$ cat src/rtl/dlu_pkg.sv
package dlu_pkg;
  localparam int DLU_DATA_W = 32;
  localparam int DLU_IDX_W  = 5;

  typedef enum logic [2:0] {
    LK_SBYTE = 3'd0,
    LK_UBYTE = 3'd1,
    LK_SHALF = 3'd2,
    LK_UHALF = 3'd3,
    LK_WORD  = 3'd4,
    LK_LEFT  = 3'd5,
    LK_RIGHT = 3'd6,
    LK_NONE  = 3'd7
  } load_kind_e;
endpackage

$ cat src/rtl/dlu_align.sv
module dlu_align
  import dlu_pkg::*;
#(
  parameter int DATA_W = DLU_DATA_W,
  localparam int LANES = DATA_W / 8,
  localparam int OFF_W = $clog2(LANES)
) (
  input  load_kind_e          kind,
  input  logic [OFF_W-1:0]    off,
  input  logic [DATA_W-1:0]   word,
  input  logic [DATA_W-1:0]   old_val,
  output logic [DATA_W-1:0]   value,
  output logic                misaligned
);

  // keep the low nbits of raw, fill the rest with the sign or zero
  function automatic logic [DATA_W-1:0] f_extend(input logic [DATA_W-1:0] raw,
                                                 input int nbits,
                                                 input logic sgn);
    logic [DATA_W-1:0] r;
    logic fill;
    fill = sgn & raw[nbits-1];
    for (int i = 0; i < DATA_W; i++) r[i] = (i < nbits) ? raw[i] : fill;
    return r;
  endfunction

  // word moves up by whole lanes, old keeps the lanes below
  function automatic logic [DATA_W-1:0] f_merge_left(input logic [DATA_W-1:0] w,
                                                     input logic [DATA_W-1:0] o,
                                                     input int k);
    int sh;
    logic [DATA_W-1:0] keep;
    sh   = 8 * k;
    keep = ~({DATA_W{1'b1}} << sh);
    return (w << sh) | (o & keep);
  endfunction

  // word moves down so its top lanes land low, old keeps the lanes above
  function automatic logic [DATA_W-1:0] f_merge_right(input logic [DATA_W-1:0] w,
                                                      input logic [DATA_W-1:0] o,
                                                      input int k);
    int sh;
    logic [DATA_W-1:0] keep;
    sh   = 8 * (LANES - 1 - k);
    keep = ~({DATA_W{1'b1}} >> sh);
    return (w >> sh) | (o & keep);
  endfunction

  function automatic logic f_misaligned(input load_kind_e k, input logic [OFF_W-1:0] o);
    case (k)
      LK_SHALF, LK_UHALF: return o[0];
      LK_WORD:            return |o;
      default:            return 1'b0;
    endcase
  endfunction

  logic [7:0] lanes [LANES];
  for (genvar g = 0; g < LANES; g++) begin : g_lane
    assign lanes[g] = word[8*g +: 8];
  end

  logic [OFF_W-1:0]  half_base;
  logic [DATA_W-1:0] byte_raw;
  logic [DATA_W-1:0] half_raw;

  always_comb begin
    half_base = {off[OFF_W-1:1], 1'b0};
    byte_raw  = {{(DATA_W-8){1'b0}}, lanes[off]};
    half_raw  = {{(DATA_W-16){1'b0}}, lanes[half_base | OFF_W'(1)], lanes[half_base]};
  end

  always_comb begin
    case (kind)
      LK_SBYTE: value = f_extend(byte_raw, 8, 1'b1);
      LK_UBYTE: value = f_extend(byte_raw, 8, 1'b0);
      LK_SHALF: value = f_extend(half_raw, 16, 1'b1);
      LK_UHALF: value = f_extend(half_raw, 16, 1'b0);
      LK_WORD:  value = word;
      LK_LEFT:  value = f_merge_left(word, old_val, int'(off));
      LK_RIGHT: value = f_merge_right(word, old_val, int'(off));
      default:  value = '0;
    endcase
    misaligned = f_misaligned(kind, off);
  end

endmodule

$ cat src/rtl/dlu_oldsel.sv
module dlu_oldsel
  import dlu_pkg::*;
#(
  parameter int DATA_W = DLU_DATA_W,
  parameter int IDX_W  = DLU_IDX_W
) (
  input  logic [IDX_W-1:0]  pend_idx,
  input  logic [DATA_W-1:0] pend_val,
  input  logic [IDX_W-1:0]  dest_idx,
  input  logic [DATA_W-1:0] dest_cur,
  output logic              fwd_hit,
  output logic [DATA_W-1:0] old_val
);
  // a load still in flight to the same register is newer than the file
  always_comb begin
    fwd_hit = (pend_idx == dest_idx);
    old_val = fwd_hit ? pend_val : dest_cur;
  end
endmodule

$ cat src/rtl/dlu_pending.sv
module dlu_pending
  import dlu_pkg::*;
#(
  parameter int DATA_W = DLU_DATA_W,
  parameter int IDX_W  = DLU_IDX_W
) (
  input  logic              clk,
  input  logic              rst_n,
  input  logic              advance,
  input  logic              install,
  input  logic [IDX_W-1:0]  new_idx,
  input  logic [DATA_W-1:0] new_val,
  output logic [IDX_W-1:0]  pend_idx,
  output logic [DATA_W-1:0] pend_val,
  output logic              wb_en,
  output logic [IDX_W-1:0]  wb_idx,
  output logic [DATA_W-1:0] wb_val
);

  logic idx_is_zero;

  always_ff @(posedge clk or negedge rst_n) begin
    if (!rst_n) begin
      pend_idx <= '0;
      pend_val <= '0;
    end else if (advance) begin
      pend_idx <= install ? new_idx : '0;
      pend_val <= install ? new_val : '0;
    end
  end

  always_comb begin
    idx_is_zero = (pend_idx == '0);
    wb_en       = advance;
    wb_idx      = pend_idx;
    wb_val      = idx_is_zero ? '0 : pend_val;
  end

  // no advance leaves the pair untouched
  assert_hold_R12: assert property (@(posedge clk) disable iff (!rst_n)
    !advance |=> ($stable(pend_idx) && $stable(pend_val)));

  // an advance without a new load leaves an empty pair
  assert_empty_R11: assert property (@(posedge clk) disable iff (!rst_n)
    (advance && !install) |=> (pend_idx == '0 && pend_val == '0));

endmodule

$ cat src/rtl/dlu_top.sv
module dlu_top
  import dlu_pkg::*;
#(
  parameter int DATA_W = DLU_DATA_W,
  parameter int IDX_W  = DLU_IDX_W,
  localparam int LANES = DATA_W / 8,
  localparam int OFF_W = $clog2(LANES)
) (
  input  logic              clk,
  input  logic              rst_n,
  input  logic              commit_i,
  input  logic              except_i,
  input  logic              stall_i,
  input  logic [2:0]        kind_i,
  input  logic [OFF_W-1:0]  addr_off_i,
  input  logic [DATA_W-1:0] mem_word_i,
  input  logic [IDX_W-1:0]  dest_idx_i,
  input  logic [DATA_W-1:0] dest_cur_i,
  output logic [DATA_W-1:0] load_val_o,
  output logic              addr_err_o,
  output logic              wb_en_o,
  output logic [IDX_W-1:0]  wb_idx_o,
  output logic [DATA_W-1:0] wb_val_o,
  output logic [IDX_W-1:0]  pend_idx_o,
  output logic [DATA_W-1:0] pend_val_o
);

  load_kind_e        kind;
  logic              is_load;
  logic              is_merge;
  logic              evt_advance;
  logic              evt_install;
  logic              fwd_hit;
  logic [DATA_W-1:0] old_val;

  always_comb begin
    kind        = load_kind_e'(kind_i);
    is_load     = (kind != LK_NONE);
    is_merge    = (kind == LK_LEFT) || (kind == LK_RIGHT);
    evt_advance = !stall_i && (commit_i || except_i);
    evt_install = evt_advance && commit_i && !except_i && is_load && !addr_err_o;
  end

  dlu_oldsel #(.DATA_W(DATA_W), .IDX_W(IDX_W)) u_oldsel (
    .pend_idx (pend_idx_o),
    .pend_val (pend_val_o),
    .dest_idx (dest_idx_i),
    .dest_cur (dest_cur_i),
    .fwd_hit  (fwd_hit),
    .old_val  (old_val)
  );

  dlu_align #(.DATA_W(DATA_W)) u_align (
    .kind       (kind),
    .off        (addr_off_i),
    .word       (mem_word_i),
    .old_val    (old_val),
    .value      (load_val_o),
    .misaligned (addr_err_o)
  );

  dlu_pending #(.DATA_W(DATA_W), .IDX_W(IDX_W)) u_pending (
    .clk      (clk),
    .rst_n    (rst_n),
    .advance  (evt_advance),
    .install  (evt_install),
    .new_idx  (dest_idx_i),
    .new_val  (load_val_o),
    .pend_idx (pend_idx_o),
    .pend_val (pend_val_o),
    .wb_en    (wb_en_o),
    .wb_idx   (wb_idx_o),
    .wb_val   (wb_val_o)
  );

  assert_sbyte_ext_R1: assert property (@(posedge clk) disable iff (!rst_n)
    (kind == LK_SBYTE) |-> (load_val_o[DATA_W-1:8] == {(DATA_W-8){load_val_o[7]}}));

  assert_ubyte_zero_R2: assert property (@(posedge clk) disable iff (!rst_n)
    (kind == LK_UBYTE) |-> (load_val_o[DATA_W-1:8] == '0));

  assert_half_err_R3: assert property (@(posedge clk) disable iff (!rst_n)
    ((kind == LK_SHALF || kind == LK_UHALF) && addr_off_i[0]) |-> addr_err_o);

  assert_word_err_R4: assert property (@(posedge clk) disable iff (!rst_n)
    (kind == LK_WORD && addr_off_i != '0) |-> addr_err_o);

  assert_install_R5: assert property (@(posedge clk) disable iff (!rst_n)
    evt_install |=> (pend_idx_o == $past(dest_idx_i) && pend_val_o == $past(load_val_o)));

  // a right merge at offset 0 keeps upper lanes of the forwarded value
  assert_fwd_R8: assert property (@(posedge clk) disable iff (!rst_n)
    (kind == LK_RIGHT && addr_off_i == '0 && pend_idx_o == dest_idx_i)
      |-> (load_val_o[DATA_W-1:8] == pend_val_o[DATA_W-1:8]));

  assert_left_full_R9: assert property (@(posedge clk) disable iff (!rst_n)
    (kind == LK_LEFT && addr_off_i == '0) |-> (load_val_o == mem_word_i));

  assert_right_full_R10: assert property (@(posedge clk) disable iff (!rst_n)
    (kind == LK_RIGHT && addr_off_i == OFF_W'(LANES-1)) |-> (load_val_o == mem_word_i));

  // a stalled cycle never writes back
  assert_no_wb_stall_R6: assert property (@(posedge clk) disable iff (!rst_n)
    stall_i |-> !wb_en_o);

  // is_merge and fwd_hit are brought out for waveform inspection
  logic unused_dbg;
  assign unused_dbg = is_merge ^ fwd_hit;

endmodule

$ cat config.mk
export PLATFORM = sky130hd
export DESIGN_NAME = dlu_top
export DESIGN_NICKNAME = d
export VERILOG_FILES = /design/src/rtl/dlu_pkg.sv /design/src/rtl/dlu_align.sv /design/src/rtl/dlu_oldsel.sv /design/src/rtl/dlu_pending.sv /design/src/rtl/dlu_top.sv
export SDC_FILE = /design/constraint.sdc
export NUM_CORES = 1
export LEC_CHECK = 0
export ABC_AREA = 1
export BUFFER_PORTS_ARGS = -buffer_cell sky130_fd_sc_hd__buf_2
export CELL_PAD_IN_SITES_DETAIL_PLACEMENT = 0
export CELL_PAD_IN_SITES_GLOBAL_PLACEMENT = 1
export CORE_MARGIN = 2
export CORE_UTILIZATION = 30
export DETAILED_ROUTE_END_ITERATION = 16
export PLACE_DENSITY = 0.83
export SETUP_SLACK_MARGIN = 0.02
export SYNTH_ARGS = -nofsm -noshare
export SYNTH_HDL_FRONTEND = slang
export SYNTH_SLANG_ARGS = --single-unit
$ cat constraint.sdc
create_clock -name clk -period 3.69 [get_ports clk]
set_input_delay 0.5535 -clock clk [delete_from_list [all_inputs] [get_ports clk]]
set_output_delay 0.5535 -clock clk [all_outputs]
set_load 0.02 [all_outputs]
Yosys cells after proc, flatten, opt, wreduce, memory -nomap -nowiden
Index checks and enable logic that the tools add are counted.
{ "totals": {"output_inout_bits": 108, "wordCells": 55, "regBits": 37, "input_bits": 79} }
{ "op_classes": {"n_lt_le_gt_ge": 3, "muxes": 15, "n_eq_ne": 8, "shifts": 4, "n_reduce_logical": 13, "bitwise_logic": 9, "n_addsub": 1} }
{ "op_table": {"columns": ["cell", "count"], "rows": [
  ["$pmux W32 S7", 1],
  ["$mux W32", 3],
  ["$and A32 B32 Y32", 2],
  ["$not A32 Y32", 2],
  ["$or A32 B32 Y32", 2],
  ["$bmux W8 S2", 3],
  ["$mux W8", 6],
  ["$shl A32 B5 Y32", 1],
  ["$shl A32 B5 Y32 const A", 1],
  ["$shr A32 B32 Y32", 1],
  ["$shr A32 B32 Y32 const A", 1],
  ["$eq A3 B3 Y1 const B", 3],
  ["$ge A3 B3 Y1 const B", 3],
  ["$not A2 Y3", 3],
  ["$eq A3 B2 Y1 const B", 2],
  ["$eq A5 B5 Y1", 1],
  ["$logic_and A1 B1 Y1", 5],
  ["$logic_not A5 Y1", 1],
  ["$mux W5", 1],
  ["$reduce_or A2 Y1", 2],
  ["$eq A3 B1 Y1 const B", 1],
  ["$logic_not A1 Y1", 3],
  ["$logic_not A3 Y1", 1],
  ["$ne A3 B3 Y1 const B", 1],
  ["other kinds (3)", 3]
]} }

Logic depth before layout (Yosys ltp)
Gate-level depths: netlist (run 1).
{ "logic_depth": {"word_depth": 7, "ltp_mapped": 14, "mapped_depth_nobuf": 13} }

Cells and area by module
A second synthesis (run 1) with hierarchy kept.
{ "unflattened": {"cells_unflattened": 944, "area_unflattened_um2": 4983.5} }
{ "by_module_without_submodules": {"columns": ["mod", "seq_area_each_um2", "instances", "cells_each", "area_per_inst_um2"], "rows": [
  ["dlu_align", 0.0, 1, 567, 2416.1],
  ["dlu_pending", 925.9, 1, 236, 1880.6],
  ["dlu_oldsel", 0.0, 1, 131, 646.9],
  ["dlu_top", 0.0, 1, 10, 40.0]
]} }

Least setup slack after synthesis (run 1)
OpenSTA, ideal clock, no wires.
{ "synth_timing": {"kind": "input port to output port", "start": "input port addr_off_i[1]", "end": "output port load_val_o[25]", "arrival_time_ns": 1.610, "path_stages": 6, "slack_ns": 1.526, "t_required_ns": 3.137, "path_buffers": 1, "cell_sequence": "buf_4 o21ai_0 nand4_2 nand2_2 a211oi_1 nand2_1"} }
{ "synth_via": {"elab_chain_len": 6, "word_cells_on_any_way": 20, "classes_between": "add/sub (1); shift (4); mux (7); bitwise (8)"} }
{ "synth_rtl": {"columns": ["element", "line", "rtl"], "rows": [
  ["start, declared", "dlu_top.sv:15", "input logic [OFF_W-1:0] addr_off_i,"],
  ["$sub A2 B2 Y3", "dlu_align.sv:44", "sh = 8 * (LANES - 1 - k);"],
  ["$shr A32 B32 Y32", "dlu_align.sv:45", "keep = ~({DATA_W{1'b1}} >> sh);"],
  ["$not A32 Y32", "dlu_align.sv:45", null],
  ["$and A32 B32 Y32", "dlu_align.sv:46", "return (w >> sh) | (o & keep);"],
  ["$or A32 B32 Y32", "dlu_align.sv:46", null],
  ["$pmux W32 S7 *", "dlu_align.sv:73", "case (kind)"],
  ["end, declared", "dlu_top.sv:19", "output logic [DATA_W-1:0] load_val_o,"]
]} }
Mark *: on every way between the ends. The rest lies on a longest branch, timed or not. The select of a mux whose other input is x is not followed.

Worst setup path in the final report (run 1)
{ "layout_timing": {"start": "input port addr_off_i[0]", "end": "output port load_val_o[27]"} }
Same word-level chain as after synthesis.

==> flow_metrics.tcl, run 1 <==
set metrics [dict create \
    syn-instance-count 889 \
    track_usage 0.2328 \
    final_min_period_over_clock_period 0.9305 \
    synth.distinct_cells 32 \
    antennaDiodeCount 0 \
    detailedRoute.firstIterationViolations 708 \
    numCtsBuffers 5 \
    cell_count_of_the_worst_reg_to_reg_path 11 \
    worstSkewPairLatency_ps 290 \
    regArea_um2 925.9 \
    synthesis.area_um2 4740 \
    layout-drive-gt1-share 0.2282 \
    tritoncts "built" \
    synth-main-ff-cell "dfrtp_1" \
    cts_resized 0 \
    clkSlewWorstSetupHoldPaths_ps 60 \
    antenna_found_initial 0 \
    endpoint_kind "output pin" \
    start_util 0.3095 \
    synth_top_cell_area_share 0.3390 \
    synth_top_family_by_area "simple AND/OR/NAND/NOR gates" \
    post-route-worst-setup-slack_ps 256.4 \
    grt-ovfl-total 0 \
    drt_pre_antenna_iters 6 \
    criticalPathCategory "in2out" \
    leakagePower_nw 3.827 \
    finalSetupTns_ps 0 \
    post-synth-top-count-cell "nand2_1" \
    holdCritPathClass "in2async" \
    synth_async_sr_flop_share 1.000 \
    finish.instance_area_um2 5889 \
    core_um2 15310 \
    dieWidth_um 129.7 \
    synth.yosys.seq_area_share 0.1954 \
    post-route-min-period_ps 3434 \
    dpl_cell_area_um2 5747 \
    full_die_area_um2 16820 \
    synth.top_cells.by_area "nand2_1 (34%), dfrtp_1 (20%), inv_1 (8.8%), nand3_1 (6.1%), o21ai_0 (5.8%)" \
    detailed_place_hpwl_mm 15.34 \
    cts-htree-levels 2 \
    layout.nets 1121 \
    critical_path.cell_chain "buf_2 -> buf_4 -> nor2_8 -> nand2_1 -> nand3_2 -> nand3_4 -> nand2_2 -> a211oi_1 -> nand2_1 -> buf_2" \
    avgViaCountPerCell 4.913 \
    num-fill-cells 1805 \
    hold_buffers 0 \
    count_of_flip_flops_with_a_built_in_enable_after_synthesis 0 \
    row_count 45 \
    ff2ff_setup_slack_ps 1460 \
    cts.root.buffer_cell "clkbuf_16" \
    maximum_number_of_pins_on_one_net_before_global_route_repair 38 \
    fmax_mhz 291.2 \
    setup_viol 0 \
    die-height_um 129.7 \
    synthesis.area_per_instance_um2 5.331 \
    first_pass_grt_wire_length_mm 30.74 \
    cp-start-kind "input pin" \
    critical_path.max_stage_delay_ps 520 \
    yosys.area_share.xor_xnor 0.003432 \
    synth_warnings 0 \
    finalHoldViolations 0 \
    drv_cap 0 \
    peakVddDrop_mv 0.1609 \
    detail_route.wirelength_mm 19.93 \
    yosys_register_bits 37 \
    maxSlewViolCount 0 \
    synth_simple_gate_area_frac 0.5011 \
    synth_mux_area_frac 0 \
    yosys-top-cells-count "nand2_1 (428), inv_1 (111), nand3_1 (58)" \
    detail-route-antenna-nets 0 \
    outcome "finished, final reports clean" \
    detail_route.wl_per_cell_um 15.89 \
    transition_time_at_the_pin_with_the_least_slew_margin_ps 1074 \
    growth_of_design_area_from_synthesis_to_finish_pct 24.26 \
    crit_required_ps 3140 \
    multi_input_area_um2 3059 \
    place_ws_ps 400.3 \
    numClockSinks 37 \
    worst-path-max-fanout 20 \
    rsz0062_at_grt "no" \
    gp_congestion 0.9432 \
    synth_compound_gate_area_share 0.1410 \
    worst-endpoint-arrival_ps 2880 \
    yosys.area.top_type "nand2_1" \
    pin_count 187 \
    ctsLongestPathBuffers 2 \
    via_count_of_the_first_global_routing_pass 5426 \
    crit_path_top_delay_cell "a211oi_1" \
    place.port_buffers 186 \
    cts_setup_buffers 0 \
    dr_total_vias 6161 \
    power_per_cell_area_nw_per_um2 274.8 \
    fin_skew_ps 5.546 \
    synthesis.nets 968 \
    slew_headroom 0.2832 \
    remaining_drc_errors 0 \
    synth_adder_area_share 0 \
]
==> power breakdown <==
| part | internal (W) | leakage (nW) | switching, W |
|---|---|---|---|
| sequential | 0.000427 | 0.509 | 0.0000254 |
| combinational | 0.000217 | 3.25 | 0.000514 |
| clock | 0.000248 | 0.0696 | 0.000187 |
| total | 0.000892 | 3.83 | 0.000726 |
==> registers in the layout, summed over array words and instances, names as in the netlist <==
name and flops:
u_pending.pend_val 32, u_pending.pend_idx 5
==> critical path: cells and delay by family <==
| kind | cells | cell delay (ps) |
|---|---|---|
| AOI/OAI and AO/OA | 1 | 520 |
| buffers and inverters | 3 | 840 |
| and+or+nand+nor | 6 | 970 |
==> layout make-up <==
cell class / count / area share
Inverter: 121 / 0.07712
Multi-Input combinational cell: 676 / 0.5194
Sequential cell: 37 / 0.1572
Clock buffer: 5 / 0.02124
Timing Repair Buffer: 201 / 0.1772
Clock inverter: 3 / 0.002974
Tap cell: 211 / 0.04483
==> kinds of logic (layout without fill, tap and decap cells) <==
group	count (synthesis)	after routing
AO/OA/AOI/OAI	114	114
XOR/XNOR	1	1
buffers and inverters	176	330
AND/OR/NAND/NOR	561	561
flip-flops	37	37
==> placed cells by master, fill, tap and decap left out, types with 5 or more instances in the layout <==
cell	synthesis	routed
nand2_1	428	428
buf_2	27	186
inv_1	111	111
nand3_1	58	58
o21ai_0	55	55
dfrtp_1	37	37
nand4_1	32	32
nor2_1	23	23
a21oi_1	20	20
o211ai_1	16	16
buf_4	8	15
inv_2	10	10
a211oi_1	7	7
nand2_2	5	5
a22oi_1	5	5
clkbuf_16	0	5
==> per-layer routing <==
metal	GRT usage	routed length, um	share of wire	up-vias
li1	-	-	-	3117
met1	0.3443	9204	0.46	2731
met2	0.3486	8504	0.43	290
met3	0.04879	1907	0.096	23
met4	0.04934	308	0.015	0
met5	0	0	0	-
==> final timing paths <==
kind	startpoint	end
min in group clk	dest_idx_i[3]	u_pending.pend_idx[3]$_DFFE_PN0P_
max reg2reg	u_pending.pend_idx[4]$_DFFE_PN0P_	u_pending.pend_val[13]$_DFFE_PN0P_
min	rst_n	u_pending.pend_val[3]$_DFFE_PN0P_
max	addr_off_i[0]	load_val_o[27]
max in group asynchronous	rst_n	u_pending.pend_val[13]$_DFFE_PN0P_
min reg2reg	u_pending.pend_val[29]$_DFFE_PN0P_	u_pending.pend_val[29]$_DFFE_PN0P_
==> through the flow <==
step	utilization	hold WS, ps	std cells	power, W
final	0.3846	367.1	1254	0.001618
after global routing	0.3846	455.2	1254	0.001717
after CTS	0.3846	408.3	1254	0.001622
after detailed placement	0.3752	518.9	1246	0.001185
after global placement	0.3752	513.1	1246	0.001184
after floorplan	-	257.9	889	0.0009228
No activity file was read; power rests on OpenSTA's default activity.
==> run 2: changes to the inputs <==
--- a/config.mk
+++ b/config.mk
@@ -13,6 +13,7 @@
 export CORE_UTILIZATION = 30
 export DETAILED_ROUTE_END_ITERATION = 16
 export PLACE_DENSITY = 0.83
+export RECOVER_POWER = 100
 export SETUP_SLACK_MARGIN = 0.02
 export SYNTH_ARGS = -nofsm -noshare
 export SYNTH_HDL_FRONTEND = slang
==> run 2 against run 1 <==
Global-route usage did not move. Non-clock buffer count did not move. First-iteration DRC count fell by 18%. Maximum frequency fell by 0.37%. Sequential cell count did not move. Clock power barely moved. Register-to-register slack improved by 20 ps. Via count fell by 0.13%. Design area fell by 2.5%. Core utilization fell by 0.98 points. Critical path depth fell by 1. The flow now finishes with violations (capacitance limit, slew limit). Largest cell class unchanged. Routed wire length rose by 0.51%.
==> flow_metrics.tcl, run 2 (synthesis gave the netlist of run 1 again) <==
set metrics [dict create \
    track_usage 0.2328 \
    start_util 0.3095 \
    detail_route.wl_per_cell_um 15.97 \
    power.internal_w 0.0008700 \
    clock_share_of_power 0.272 \
    power_per_cell_area_nw_per_um2 278.2 \
    reg_top3 "u_pending.pend_val x32, u_pending.pend_idx x5" \
    cts_resized 0 \
    seq_power_share 0.284 \
    detail-route-antenna-nets 0 \
    crit_path_top_delay_cell "inv_1" \
    detailedRoute.firstIterationViolations 584 \
    layout.nets 1121 \
    mostFrequentLayoutCell "nand2_1" \
    peakVddDrop_mv 0.1614 \
    leakagePower_nw 3.416 \
    avgViaCountPerCell 4.907 \
    dr_total_vias 6153 \
    row_count 45 \
    holdCritPathClass "in2reg" \
    critical_path.cell_chain "clkbuf_1 -> inv_1 -> nand3_1 -> inv_1 -> a22oi_1 -> nand2_1 -> a21oi_1 -> nand2_1 -> clkbuf_1" \
    power.share.switching 0.4551 \
    grt-ovfl-total 0 \
    cts_setup_buffers 0 \
    endpoint_kind "output pin" \
    outcome "complete, but fails checks" \
    power_frac_comb 0.444 \
    numClockSinks 37 \
    place_ws_ps 400.3 \
    dieWidth_um 129.7 \
    place.port_buffers 186 \
    growth_of_design_area_from_synthesis_to_finish_pct 21.09 \
    worst-path-max-fanout 18 \
    critical_path.startpoint "kind_i[0]" \
    regArea_um2 925.9 \
    numCtsBuffers 5 \
    gp_congestion 0.9432 \
    num-fill-cells 1858 \
    antenna_found_initial 0 \
    cts.root.buffer_cell "clkbuf_16" \
    tritoncts "built" \
    multi_input_area_um2 3039 \
    failing_checks "capacitance limit, slew limit" \
    cts-htree-levels 2 \
    die-height_um 129.7 \
    fmax_mhz 290.2 \
    detail_route.wirelength_mm 20.03 \
    ff2ff_setup_slack_ps 1480 \
    post-route-worst-setup-slack_ps 243.6 \
    worst-endpoint-arrival_ps 2890 \
    dpl_cell_area_um2 5747 \
    drt_pre_antenna_iters 5 \
    antennaDiodeCount 0 \
    finalSetupTns_ps 0 \
    via_count_of_the_first_global_routing_pass 5426 \
    finish.instance_area_um2 5739 \
    r2r_start "u_pending.pend_idx[4]$_DFFE_PN0P_" \
    maximum_number_of_pins_on_one_net_before_global_route_repair 38 \
    pin_count 187 \
    clkSlewWorstSetupHoldPaths_ps 60 \
    power.switching_w 0.0007267 \
    critical_path.max_stage_delay_ps 640 \
    critical_path_buf_inv_count 4 \
    detailed_place_hpwl_mm 15.34 \
    largest_register_ffs 32 \
    criticalPathCategory "in2out" \
    register_containing_the_most_flip_flops_in_the_final_layout "u_pending.pend_val" \
    hold_buffers 0 \
    slew_headroom -0.4214 \
    transition_time_at_the_pin_with_the_least_slew_margin_ps 2132 \
    core_um2 15310 \
    full_die_area_um2 16820 \
    critPathTopFamily "buffers and inverters" \
    layout_common_cells "nand2_1 (429), inv_1 (113), clkbuf_1 (102)" \
    worstSkewPairLatency_ps 300 \
    remaining_drc_errors 0 \
    finalHoldViolations 0 \
    post-route-min-period_ps 3446 \
    fin_skew_ps 5.882 \
    crit_required_ps 3140 \
    rsz0062_at_grt "no" \
    final_min_period_over_clock_period 0.9340 \
    drv_cap 1 \
    ctsLongestPathBuffers 2 \
    layout-drive-gt1-share 0.1246 \
    maxSlewViolCount 38 \
    setup_viol 0 \
    cp-start-kind "input pin" \
    timing.hold.worst.start "dest_idx_i[3]" \
    first_pass_grt_wire_length_mm 30.74 \
]
run 2: cell count changes in the layout (fill, tap and decap cells not counted), sizes merged:
cell    change
clkbuf    +102
buf       -102
run 2: worst reg2reg max path, delay by kind of cell (launching register included):
family	cells	cell delay (ps)
AND/OR/NAND/NOR	9	1450
buffers and inverters	1	80
flip-flops	1	410
AO/OA/AOI/OAI	1	170
run 2: final cells by class:
cell class / count / area share
tap: 211 / 0.04600
inverter: 121 / 0.07914
clock buffer: 5 / 0.02180
multi-input combinational: 676 / 0.5295
timing repair buffer: 201 / 0.1591
clock inverter: 3 / 0.003052
sequential: 37 / 0.1613
run 2: final timing paths:
path                                                            to  cells after the start
min in group asynchronous        u_pending.pend_val[3]$_DFFE_PN0P_                      1
max in group asynchronous       u_pending.pend_val[13]$_DFFE_PN0P_                      1
worst min register to register  u_pending.pend_val[29]$_DFFE_PN0P_                      2
worst min-delay path             u_pending.pend_idx[3]$_DFFE_PN0P_                      3
worst max register to register  u_pending.pend_val[13]$_DFFE_PN0P_                     11
worst max-delay path                                load_val_o[15]                      9
run 2: stage by stage:
step / utilization / total power, W / cells / hold WS (ps)
floorplan: - / 0.0009228 / 889 / 257.9
global placement: 0.3752 / 0.001184 / 1246 / 513.1
detailed placement: 0.3752 / 0.001185 / 1246 / 518.9
CTS: 0.3846 / 0.001622 / 1254 / 408.3
global route: 0.3748 / 0.001696 / 1254 / 514.4
finish: 0.3748 / 0.001597 / 1254 / 504.6
run 2: power by group through the flow:
| stage | Clock, W | Sequential, W | Combinational (W) |
|---|---|---|---|
| 5_1_grt | 0.000458 | 0.000457 | 0.000780 |
| 3_3_place_gp | 0 | 0.000459 | 0.000725 |
| 3_5_place_dp | 0 | 0.000460 | 0.000725 |
| 6_report | 0.000435 | 0.000454 | 0.000708 |
| 4_1_cts | 0.000443 | 0.000453 | 0.000727 |
| 2_1_floorplan | 0 | 0.000482 | 0.000441 |
run 2: layer usage:
| layer | track usage | vias up | routed length (um) |
|---|---|---|---|
| li1 | - | 3113 | - |
| met1 | 0.3443 | 2729 | 9382 |
| met5 | 0 | - | 0 |
| met4 | 0.04934 | 0 | 275 |
| met2 | 0.3486 | 293 | 8558 |
| met3 | 0.04879 | 18 | 1811 |
